===== src/rtl/dmapg_pkg.sv =====
package dmapg_pkg;
  localparam int NUM_CH   = 4;
  localparam int CH_IDX_W = $clog2(NUM_CH);
  localparam int OFS_W    = 2;

  typedef struct packed {
    logic [NUM_CH-1:0]   pageLoad;
    logic                chanValid;
    logic [CH_IDX_W-1:0] chanSel;
  } glueStrobe_t;

  // offset 1 -> ch2, 2 -> ch3, 3 -> ch0 and ch1, 0 -> nothing
  function automatic logic [NUM_CH-1:0] decodeOffset(input logic [OFS_W-1:0] ofs);
    logic [NUM_CH-1:0] sel;
    sel = '0;
    case (ofs)
      2'd1:    sel[2] = 1'b1;
      2'd2:    sel[3] = 1'b1;
      2'd3:    sel[1:0] = 2'b11;
      default: sel = '0;
    endcase
    return sel;
  endfunction
endpackage


===== src/rtl/dmapg_ctrl.sv =====
module dmapg_ctrl
  import dmapg_pkg::*;
(
  input  logic               clk,
  input  logic               rstN,
  input  logic               pgSel,
  input  logic               pgWr,
  input  logic [OFS_W-1:0]   pgOfs,
  input  logic [NUM_CH-1:0]  dackN,
  input  logic               timerOut,
  input  logic               dmaIoWr,
  output glueStrobe_t        strobe,
  output logic               refreshReq
);
  logic [NUM_CH-1:0]   dackPrevQ;
  logic [NUM_CH-1:0]   fallVec;
  logic [CH_IDX_W-1:0] firstFall;
  logic                anyFall;
  logic                chanValidQ;
  logic [CH_IDX_W-1:0] chanSelQ;
  logic                timerPrevQ;
  logic                refQ;
  logic                ackClr;
  logic                timerRise;

  assign fallVec = dackPrevQ & ~dackN;
  assign anyFall = |fallVec;

  always_comb begin
    firstFall = '0;
    for (int i = NUM_CH - 1; i >= 0; i--) begin
      if (fallVec[i]) firstFall = CH_IDX_W'(i);
    end
  end

  always_ff @(posedge clk) begin
    if (!rstN) begin
      dackPrevQ  <= '1;
      chanValidQ <= 1'b0;
      chanSelQ   <= '0;
    end else begin
      dackPrevQ <= dackN;
      if (anyFall) begin
        chanValidQ <= 1'b1;
        chanSelQ   <= firstFall;
      end else if (chanValidQ && dackN[chanSelQ]) begin
        chanValidQ <= 1'b0;
      end
    end
  end

  assign ackClr    = dmaIoWr && !dackN[0];
  assign timerRise = timerOut && !timerPrevQ;

  always_ff @(posedge clk) begin
    if (!rstN) begin
      timerPrevQ <= 1'b1;
      refQ       <= 1'b0;
    end else begin
      timerPrevQ <= timerOut;
      if (ackClr)                 refQ <= 1'b0;
      else if (timerRise && !refQ) refQ <= 1'b1;
    end
  end

  assign refreshReq       = refQ;
  assign strobe.pageLoad  = (pgSel && pgWr) ? decodeOffset(pgOfs) : '0;
  assign strobe.chanValid = chanValidQ;
  assign strobe.chanSel   = chanSelQ;

  AST_FALL_CH0: assert property (@(posedge clk) disable iff (!rstN)
    $fell(dackN[0]) |=> (chanValidQ && chanSelQ == '0));
  AST_DROP_ACTIVE: assert property (@(posedge clk) disable iff (!rstN)
    (chanValidQ && dackN[chanSelQ] && !anyFall) |=> !chanValidQ);
  AST_REF_RISE: assert property (@(posedge clk) disable iff (!rstN)
    $rose(refreshReq) |-> $past(timerOut));
  AST_REF_CLEAR: assert property (@(posedge clk) disable iff (!rstN)
    (dmaIoWr && !dackN[0]) |=> !refreshReq);
  AST_OFS0_IDLE: assert property (@(posedge clk) disable iff (!rstN)
    (pgSel && pgWr && pgOfs == '0) |-> strobe.pageLoad == '0);
endmodule


===== src/rtl/dmapg_datapath.sv =====
module dmapg_datapath
  import dmapg_pkg::*;
#(
  parameter int ADDR_W = 16,
  parameter int PAGE_W = 4,
  parameter int DATA_W = 8
) (
  input  logic                     clk,
  input  logic                     rstN,
  input  glueStrobe_t              strobe,
  input  logic [DATA_W-1:0]        pgWdata,
  output logic [DATA_W-1:0]        pgRdata,
  input  logic [ADDR_W-1:0]        dmaAddr,
  input  logic                     dmaMemRd,
  input  logic                     dmaMemWr,
  input  logic [DATA_W-1:0]        dmaWdata,
  output logic [DATA_W-1:0]        dmaRdata,
  output logic [ADDR_W+PAGE_W-1:0] busAddr,
  output logic                     busRd,
  output logic                     busWr,
  output logic [DATA_W-1:0]        busWdata,
  input  logic [DATA_W-1:0]        busRdata
);
  localparam int BUS_AW = ADDR_W + PAGE_W;

  logic [PAGE_W-1:0] pageQ [NUM_CH];
  logic              unusedHigh;

  assign unusedHigh = ^pgWdata[DATA_W-1:PAGE_W];

  for (genvar ch = 0; ch < NUM_CH; ch++) begin : g_page
    always_ff @(posedge clk) begin
      if (!rstN)                   pageQ[ch] <= '0;
      else if (strobe.pageLoad[ch]) pageQ[ch] <= pgWdata[PAGE_W-1:0];
    end
  end

  assign pgRdata  = '1;
  assign busAddr  = BUS_AW'({pageQ[strobe.chanSel], dmaAddr});
  assign busRd    = dmaMemRd && strobe.chanValid;
  assign busWr    = dmaMemWr && strobe.chanValid;
  assign busWdata = dmaWdata;
  assign dmaRdata = strobe.chanValid ? busRdata : '1;

  AST_PAIR_SHARED: assert property (@(posedge clk) disable iff (!rstN)
    pageQ[0] == pageQ[1]);
  AST_LOAD_CH2: assert property (@(posedge clk) disable iff (!rstN)
    strobe.pageLoad[2] |=> pageQ[2] == $past(pgWdata[PAGE_W-1:0]));
  AST_IDLE_NOBUS: assert property (@(posedge clk) disable iff (!rstN)
    !strobe.chanValid |-> (!busRd && !busWr));
  AST_IDLE_READ: assert property (@(posedge clk) disable iff (!rstN)
    !strobe.chanValid |-> dmaRdata == '1);
endmodule


===== src/rtl/dma_page_glue.sv =====
module dma_page_glue
  import dmapg_pkg::*;
#(
  parameter int ADDR_W = 16,
  parameter int PAGE_W = 4,
  parameter int DATA_W = 8
) (
  input  logic                     clk,
  input  logic                     rstN,
  input  logic                     pgSel,
  input  logic                     pgWr,
  input  logic [1:0]               pgOfs,
  input  logic [DATA_W-1:0]        pgWdata,
  output logic [DATA_W-1:0]        pgRdata,
  input  logic [3:0]               dackN,
  input  logic                     timerOut,
  input  logic                     dmaIoWr,
  output logic                     refreshReq,
  input  logic [ADDR_W-1:0]        dmaAddr,
  input  logic                     dmaMemRd,
  input  logic                     dmaMemWr,
  input  logic [DATA_W-1:0]        dmaWdata,
  output logic [DATA_W-1:0]        dmaRdata,
  output logic [ADDR_W+PAGE_W-1:0] busAddr,
  output logic                     busRd,
  output logic                     busWr,
  output logic [DATA_W-1:0]        busWdata,
  input  logic [DATA_W-1:0]        busRdata,
  input  logic                     holdReq,
  output logic                     cpuHalt,
  output logic                     holdAck
);
  glueStrobe_t strobe;

  dmapg_ctrl u_ctrl (
    .clk        (clk),
    .rstN       (rstN),
    .pgSel      (pgSel),
    .pgWr       (pgWr),
    .pgOfs      (pgOfs),
    .dackN      (dackN),
    .timerOut   (timerOut),
    .dmaIoWr    (dmaIoWr),
    .strobe     (strobe),
    .refreshReq (refreshReq)
  );

  dmapg_datapath #(
    .ADDR_W (ADDR_W),
    .PAGE_W (PAGE_W),
    .DATA_W (DATA_W)
  ) u_dp (
    .clk      (clk),
    .rstN     (rstN),
    .strobe   (strobe),
    .pgWdata  (pgWdata),
    .pgRdata  (pgRdata),
    .dmaAddr  (dmaAddr),
    .dmaMemRd (dmaMemRd),
    .dmaMemWr (dmaMemWr),
    .dmaWdata (dmaWdata),
    .dmaRdata (dmaRdata),
    .busAddr  (busAddr),
    .busRd    (busRd),
    .busWr    (busWr),
    .busWdata (busWdata),
    .busRdata (busRdata)
  );

  // hold request passes straight through
  assign cpuHalt = holdReq;
  assign holdAck = holdReq;
endmodule


===== config.mk =====
export PLATFORM = sky130hd
export DESIGN_NAME = dma_page_glue
export DESIGN_NICKNAME = d
export VERILOG_FILES = /design/src/rtl/dmapg_pkg.sv /design/src/rtl/dmapg_ctrl.sv /design/src/rtl/dmapg_datapath.sv /design/src/rtl/dma_page_glue.sv
export SDC_FILE = /design/constraint.sdc
export NUM_CORES = 1
export LEC_CHECK = 0
export ABC_AREA = 1
export ABC_CLOCK_PERIOD_IN_PS = 1150
export BUFFER_PORTS_ARGS = -buffer_cell sky130_fd_sc_hd__buf_4
export CORE_MARGIN = 5
export CORE_UTILIZATION = 37
export CTS_BUF_LIST = sky130_fd_sc_hd__clkbuf_4
export CTS_CLUSTER_DIAMETER = 100
export DETAILED_ROUTE_END_ITERATION = 10
export PLACE_DENSITY_LB_ADDON = 0.12
export SLEW_MARGIN = 40
export SYNTH_ARGS = -nofsm -noshare
export SYNTH_HDL_FRONTEND = slang
export SYNTH_SLANG_ARGS = --single-unit

===== constraint.sdc =====
create_clock -name clk -period 1.15 [get_ports clk]
set_clock_uncertainty 0.1 [all_clocks]
set_input_delay 0.1725 -clock clk [delete_from_list [all_inputs] [get_ports clk]]
set_output_delay 0.1725 -clock clk [all_outputs]
set_load 0.005 [all_outputs]

==> impl_metrics.ini, run 1 <==
[yosys]
avgSynthCellArea_sq_um = 7.967
synth_seq_area_share = 0.4390
ys_dominant_reg_cell = edfxtp_1
synth.top_cell.area_share = 0.2725
yosys_warnings = 0
synth_most_common_cell = buf_4
synth_top_area_cell = edfxtp_1
synth-edff-count = 12
synthCells = 166
synth_seq_cells = 23
synth.area.top_cells = edfxtp_1 (27%), buf_4 (20%), dfxtp_1 (17%)
synth_common_cells = buf_4 (35), nand2_1 (33), inv_1 (22), nor2_1 (19), edfxtp_1 (12)
ys_async_sr_fraction = 0
synth.distinct_cells = 20
synthesis.area_sq_um = 1323

[timing]
rsz0062_at_grt = true
setup_violations = 14
fmax_ghz = 0.7245
drv_slew = 0
hold_viol_final = 0
period_needed_ps = 1380
post-route-period-util = 1.200
setup_ws_ps = -230.4

[setup_path]
end_kind = output port
cp-start-kind = flop
path_cells = inv_4 -> nand2_1 -> a31oi_1 -> buf_4
max_stage_delay_ps = 380
worstPathArrival_ps = 1110
cp_max_fo = 5
path_class = flop to output port
cpMaxStageDelayCell = dfxtp_4
critical_path_required_ps = 880
rr_worst_depth = 6

[clock_network]
root_buffer = clkbuf_4
cts.sinks = 23
clkLatencyLatePin_ps = 310
h-tree-depth = 1
tritoncts = yes
clk_path_buf_depth = 2
cts_buffers = 3
clk_pin_slew_ps = 120

[routing]
wl_um = 2966
dr.pass1.iters = 5
vias = 1065
drcViolationCount = 0
drt_iter0_drc = 26
wl_per_cell_um = 12.31
detail-route-antenna-nets = 0
vias_per_cell = 4.419

[global_routing]
grt_max_degree = 14
grt_use_total = 0.1138
antenna_found_initial = 0
grt_pass1_vias = 1023
grt-ovfl-total = 0
grt_pass1_wl_um = 4526

[floorplan]
initial_core_util = 0.3902
rows = 21
ios = 104
die_w_um = 69.79
core_sq_um = 3390
die_area_sq_um = 4870
die_h_um = 69.79

[run_status]
violations = negative setup slack
status = complete, but fails checks

[pwr]
vdd_ir_drop_max_mv = 0.6617
leakagePower_nw = 0.8657
p_per_area_nw_per_um2 = 989.1

[min_path]
whs_path_depth = 3
hold_path.class = primary input to flop

[final_layout]
fin_nets = 251
drive_above_1_share = 0.4103
final_cell_area_sq_um = 1723
n_antenna_cell = 0
syn2layout_area_growth_pct = 30.27
fill_cells = 317

[placed_design]
gp_congestion = 0.7503
place_ws_ps = -29.91
dpl.hpwl_um = 2211
io_buffer_count = 40
place_area_sq_um = 1456

[run]
cap_violations = 0
## kinds of logic after synthesis
group,synth area share
AO/OA/AOI/OAI,0.06054
AND/OR/NAND/NOR,0.2148
buffers and inverters,0.2829
other,0.002835
flip-flops,0.4390
## stage by stage
step | power, W | hold WS [ps] | TNS (ps) | utilization | std cells
floorplan | 0.001189 | 159.9 | -78.17 | - | 173
global placement | 0.001256 | 245.1 | 0 | 0.4297 | 225
detailed placement | 0.001263 | 245.1 | -137.5 | 0.4297 | 225
CTS | 0.001651 | 36.00 | -1392 | 0.4692 | 238
global route | 0.001807 | 28.59 | -2617 | 0.5083 | 241
finish | 0.001704 | 37.89 | -1860 | 0.5083 | 241
## worst max-delay path: cells and delay by family (launching register included)
| kind | cells | cell delay (ps) |
|---|---|---|
| simple gates | 1 | 50 |
| flops | 1 | 380 |
| buf+inv | 2 | 210 |
| compound gates | 1 | 160 |
## path summary, 6_finish.rpt
| check | slack (ps) | from | end |
|---|---|---|---|
| setup / recovery | -230 | flop | busAddr[16] |
| hold / removal | 40 | dackN[0] | u_ctrl.refreshReq$_SDFFE_PP0P_ |
| setup reg to reg | 150 | u_ctrl.chanSelQ[0]$_SDFFE_PN0P_ | u_ctrl.chanValidQ$_SDFFE_PN0P_ |
| hold reg to reg | 430 | u_ctrl.chanSelQ[0]$_SDFFE_PN0P_ | flop |
## metal layers
metal | track usage | part of all wire | vias to the layer above
li1 | - | - | 529
met1 | 0.1268 | 0.40 | 466
met2 | 0.1773 | 0.46 | 40
met3 | 0.05217 | 0.11 | 30
met4 | 0.06596 | 0.039 | 0
met5 | 0 | 0 | -
## what timing repair did
action | in CTS | in global routing
endpoints found under the setup margin | 14 | 16
resized for setup | 8 | 34
pin swaps | 1 | 10
hold endpoints to repair | 6 | 0
buffers inserted | 0 | 3
hold buffers | 9 | 0
## sequential cells by signal (all words and copies together), names as in the netlist, named ones only
register	flops
u_ctrl.dackPrevQ	4
u_ctrl.timerPrevQ	1
u_ctrl.chanSelQ	2
u_dp.pageQ	12
u_ctrl.refreshReq	1
u_ctrl.chanValidQ	1
## cells in the final DEF, fill, tap and decap left out
master	synthesis	layout
buf_6	0	12
clkinv_2	0	1
a31oi_1	4	3
dfxtp_1	11	8
a21oi_2	0	1
nor2_1	19	19
nand2_1	33	23
inv_2	5	6
a21oi_1	4	3
dfxtp_4	0	3
a31oi_2	0	1
nand2_4	1	7
inv_1	22	20
dlymetal6s4s_1	0	1
nand4_1	3	3
clkbuf_4	0	3
a211oi_1	1	1
nor2_4	1	1
conb_1	1	8
o31ai_1	3	3
dlygate4sd3_1	0	8
nand2_2	5	9
buf_4	35	34
inv_4	0	1
or2_2	1	1
o21ai_0	1	1
edfxtp_1	12	12
nand3_1	2	2
## power by group
part           internal [W]  leakage (nW)  switching (W)
clock network      0.000130        0.0177       0.000238
registers          0.000912         0.209      0.0000328
logic              0.000213         0.639       0.000178
total               0.00126         0.866       0.000449
## cell type report
cell class / instances / area (sq um) / area share
multi-input cells: 86 / 459.2 / 0.2665
clock buffers: 3 / 22.52 / 0.01307
clock inverters: 1 / 5.005 / 0.002905
flip-flops and latches: 23 / 591.8 / 0.3435
inverters: 27 / 103.9 / 0.06028
well taps: 46 / 57.56 / 0.03341
repair buffers: 55 / 483.0 / 0.2803
No activity file was read; power rests on OpenSTA's default activity.
==> run 2, diff against run 1 <==
--- a/config.mk
+++ b/config.mk
@@ -7,12 +7,12 @@
 export LEC_CHECK = 0
 export ABC_AREA = 1
 export ABC_CLOCK_PERIOD_IN_PS = 1150
-export BUFFER_PORTS_ARGS = -buffer_cell sky130_fd_sc_hd__buf_4
 export CORE_MARGIN = 5
-export CORE_UTILIZATION = 37
+export CORE_UTILIZATION = 55
 export CTS_BUF_LIST = sky130_fd_sc_hd__clkbuf_4
 export CTS_CLUSTER_DIAMETER = 100
 export DETAILED_ROUTE_END_ITERATION = 10
+export DONT_BUFFER_PORTS = 1
 export PLACE_DENSITY_LB_ADDON = 0.12
 export SLEW_MARGIN = 40
 export SYNTH_ARGS = -nofsm -noshare
==> run 2 against run 1 <==
Net effect:
- via count fell by 15%
- count of clock-buffer cells in the layout did not move
- sequential share of layout area rose by 8.4 points
- critical path depth fell by 1
- largest power group unchanged
- wire length fell by 5.6%
- final cell count fell by 25%
- critical path type unchanged
- highest routed layer unchanged
- critical endpoint is now busAddr[19]
- the run still ends with negative setup slack left
==> impl_metrics.ini, run 2 (synthesis gave the netlist of run 1 again) <==
[pwr]
pwr-share-comb = 0.166
p_per_area_nw_per_um2 = 1152
leakagePower_nw = 0.6667
swShare = 0.2737
internal_power_w = 0.001158
switchingPower_w = 0.0004362
power.share.sequential = 0.596
p_clk_frac = 0.238
vdd_ir_drop_max_mv = 0.7320

[clock_network]
clk_path_buf_depth = 2
clkLatencyLatePin_ps = 310
clk_pin_slew_ps = 140
cts_buffers = 3
cts.sinks = 23
tritoncts = yes
h-tree-depth = 1
root_buffer = clkbuf_4

[setup_path]
path_buf_inv = 1
cp_max_fo = 5
end_kind = output port
critical_path_required_ps = 880
cp-start-kind = flop
cpMaxStageDelayCell = dfxtp_4
cpLargestDelayFamily = flip-flops
path_class = flop to output port
worstPathArrival_ps = 1010
max_stage_delay_ps = 390
path_cells = inv_4 -> nand2_1 -> a31oi_2

[run_status]
violations = negative setup slack
status = complete, but fails checks

[timing]
drv_slew = 0
tns_ps = -717.7
rsz0062_at_grt = true
period_needed_ps = 1279
setup_violations = 11
hold_viol_final = 0
post-route-period-util = 1.113
setup_ws_ps = -129.5
fmax_ghz = 0.7816

[placed_design]
place_inst = 167
place_area_sq_um = 1134
dpl.hpwl_um = 2174
gp_congestion = 0.6755
io_buffer_count = 0

[final_layout]
drive_above_1_share = 0.2876
reg.largest.list = u_dp.pageQ (12), u_ctrl.dackPrevQ (4), u_ctrl.chanSelQ (2)
layout.cells.non_filler = 181
largest_reg_flops = 12
final_cell_area_sq_um = 1384
layout_commonest_cell = nand2_1
top_register = u_dp.pageQ
layout_common_cells = nand2_1 (23), inv_1 (19), nor2_1 (18), edfxtp_1 (12), nand2_4 (9)
fin_nets = 209
n_antenna_cell = 0
syn2layout_area_growth_pct = 4.636

[routing]
drcViolationCount = 0
vias_per_cell = 4.994
wl_um = 2801
drt_iter0_drc = 12
detail-route-antenna-nets = 0
vias = 904
wl_per_cell_um = 15.48
dr.pass1.iters = 6

[min_path]
hold_path.class = primary input to flop

[floorplan]
die_area_sq_um = 3485
die_h_um = 59.04
ios = 104
initial_core_util = 0.5866
die_w_um = 59.04
rows = 17
core_sq_um = 2255

[global_routing]
antenna_found_initial = 0
grt-ovfl-total = 0
grt_pass1_vias = 871
grt_pass1_wl_um = 3919
grt_max_degree = 15
grt_use_total = 0.1499

[run]
cap_violations = 0
run 2: final cells by class:
cell class,count,area (sq um)
timing repair buffer,13,128.9
sequential,23,591.8
clock inverter,1,6.256
multi-input combinational,86,495.5
tap,28,35.03
inverter,27,103.9
clock buffer,3,22.52
fill,206,870.8
run 2: path summary, 6_finish.rpt:
check                                  start                             end  slack [ps]  cells past startpoint
max                                     flop                     busAddr[19]        -130                      3
min                               pgWdata[1]  u_dp.pageQ[3][1]$_SDFFCE_PN0P_           8                      2
max reg2reg  u_ctrl.chanSelQ[0]$_SDFFE_PN0P_  u_ctrl.chanValidQ$_SDFFE_PN0P_         160                      6
min reg2reg  u_ctrl.chanSelQ[0]$_SDFFE_PN0P_                            flop         440                      2
run 2: stage by stage:
| step | hold WS, ps | total power, W | worst slack (ps) | utilization |
|---|---|---|---|---|
| 6_report | 8.325 | 0.001594 | -129.5 | 0.6138 |
| 5_1_grt | 1.063 | 0.001674 | -186.3 | 0.6138 |
| 4_1_cts | 8.484 | 0.001556 | -133.4 | 0.5721 |
| 3_5_place_dp | 146.2 | 0.001136 | 87.48 | 0.5028 |
| 3_3_place_gp | 144.3 | 0.001128 | 87.78 | 0.5028 |
| 2_1_floorplan | 159.9 | 0.001189 | -6.524 | - |
run 2: repair_timing:
item,CTS,global route
setup endpoints to repair,14,15
hold buffers,7,0
setup buffers,0,3
pin swaps,1,8
hold endpoints to repair,11,0
resized for setup,17,23
run 2: power groups by stage:
| stage | Sequential, W | Combinational, W | Clock [W] |
|---|---|---|---|
| after floorplan | 0.000948 | 0.000241 | 0 |
| after global placement | 0.000964 | 0.000165 | 0 |
| after detailed placement | 0.000966 | 0.000170 | 0 |
| after CTS | 0.000951 | 0.000214 | 0.000391 |
| after global routing | 0.000955 | 0.000292 | 0.000427 |
| final | 0.000950 | 0.000264 | 0.000379 |
run 2: worst reg2reg max path, cell delays in order (launching register included):
cell and delay, ps:
dfxtp_1 430, inv_1 70, nand2_1 60, nand3_1 60, nand2_1 70, nand2_1 50, a21oi_1 100
run 2: per-layer routing:
layer  part of all wire  wire length [um]  global-route usage  vias to the layer above
li1                   -                 -                   -                      445
met1               0.35               969              0.1576                      395
met2               0.54              1522              0.2697                       50
met3              0.091               255             0.05447                       14
met4              0.019                54             0.05825                        0
met5                  0                 0                   0                        -
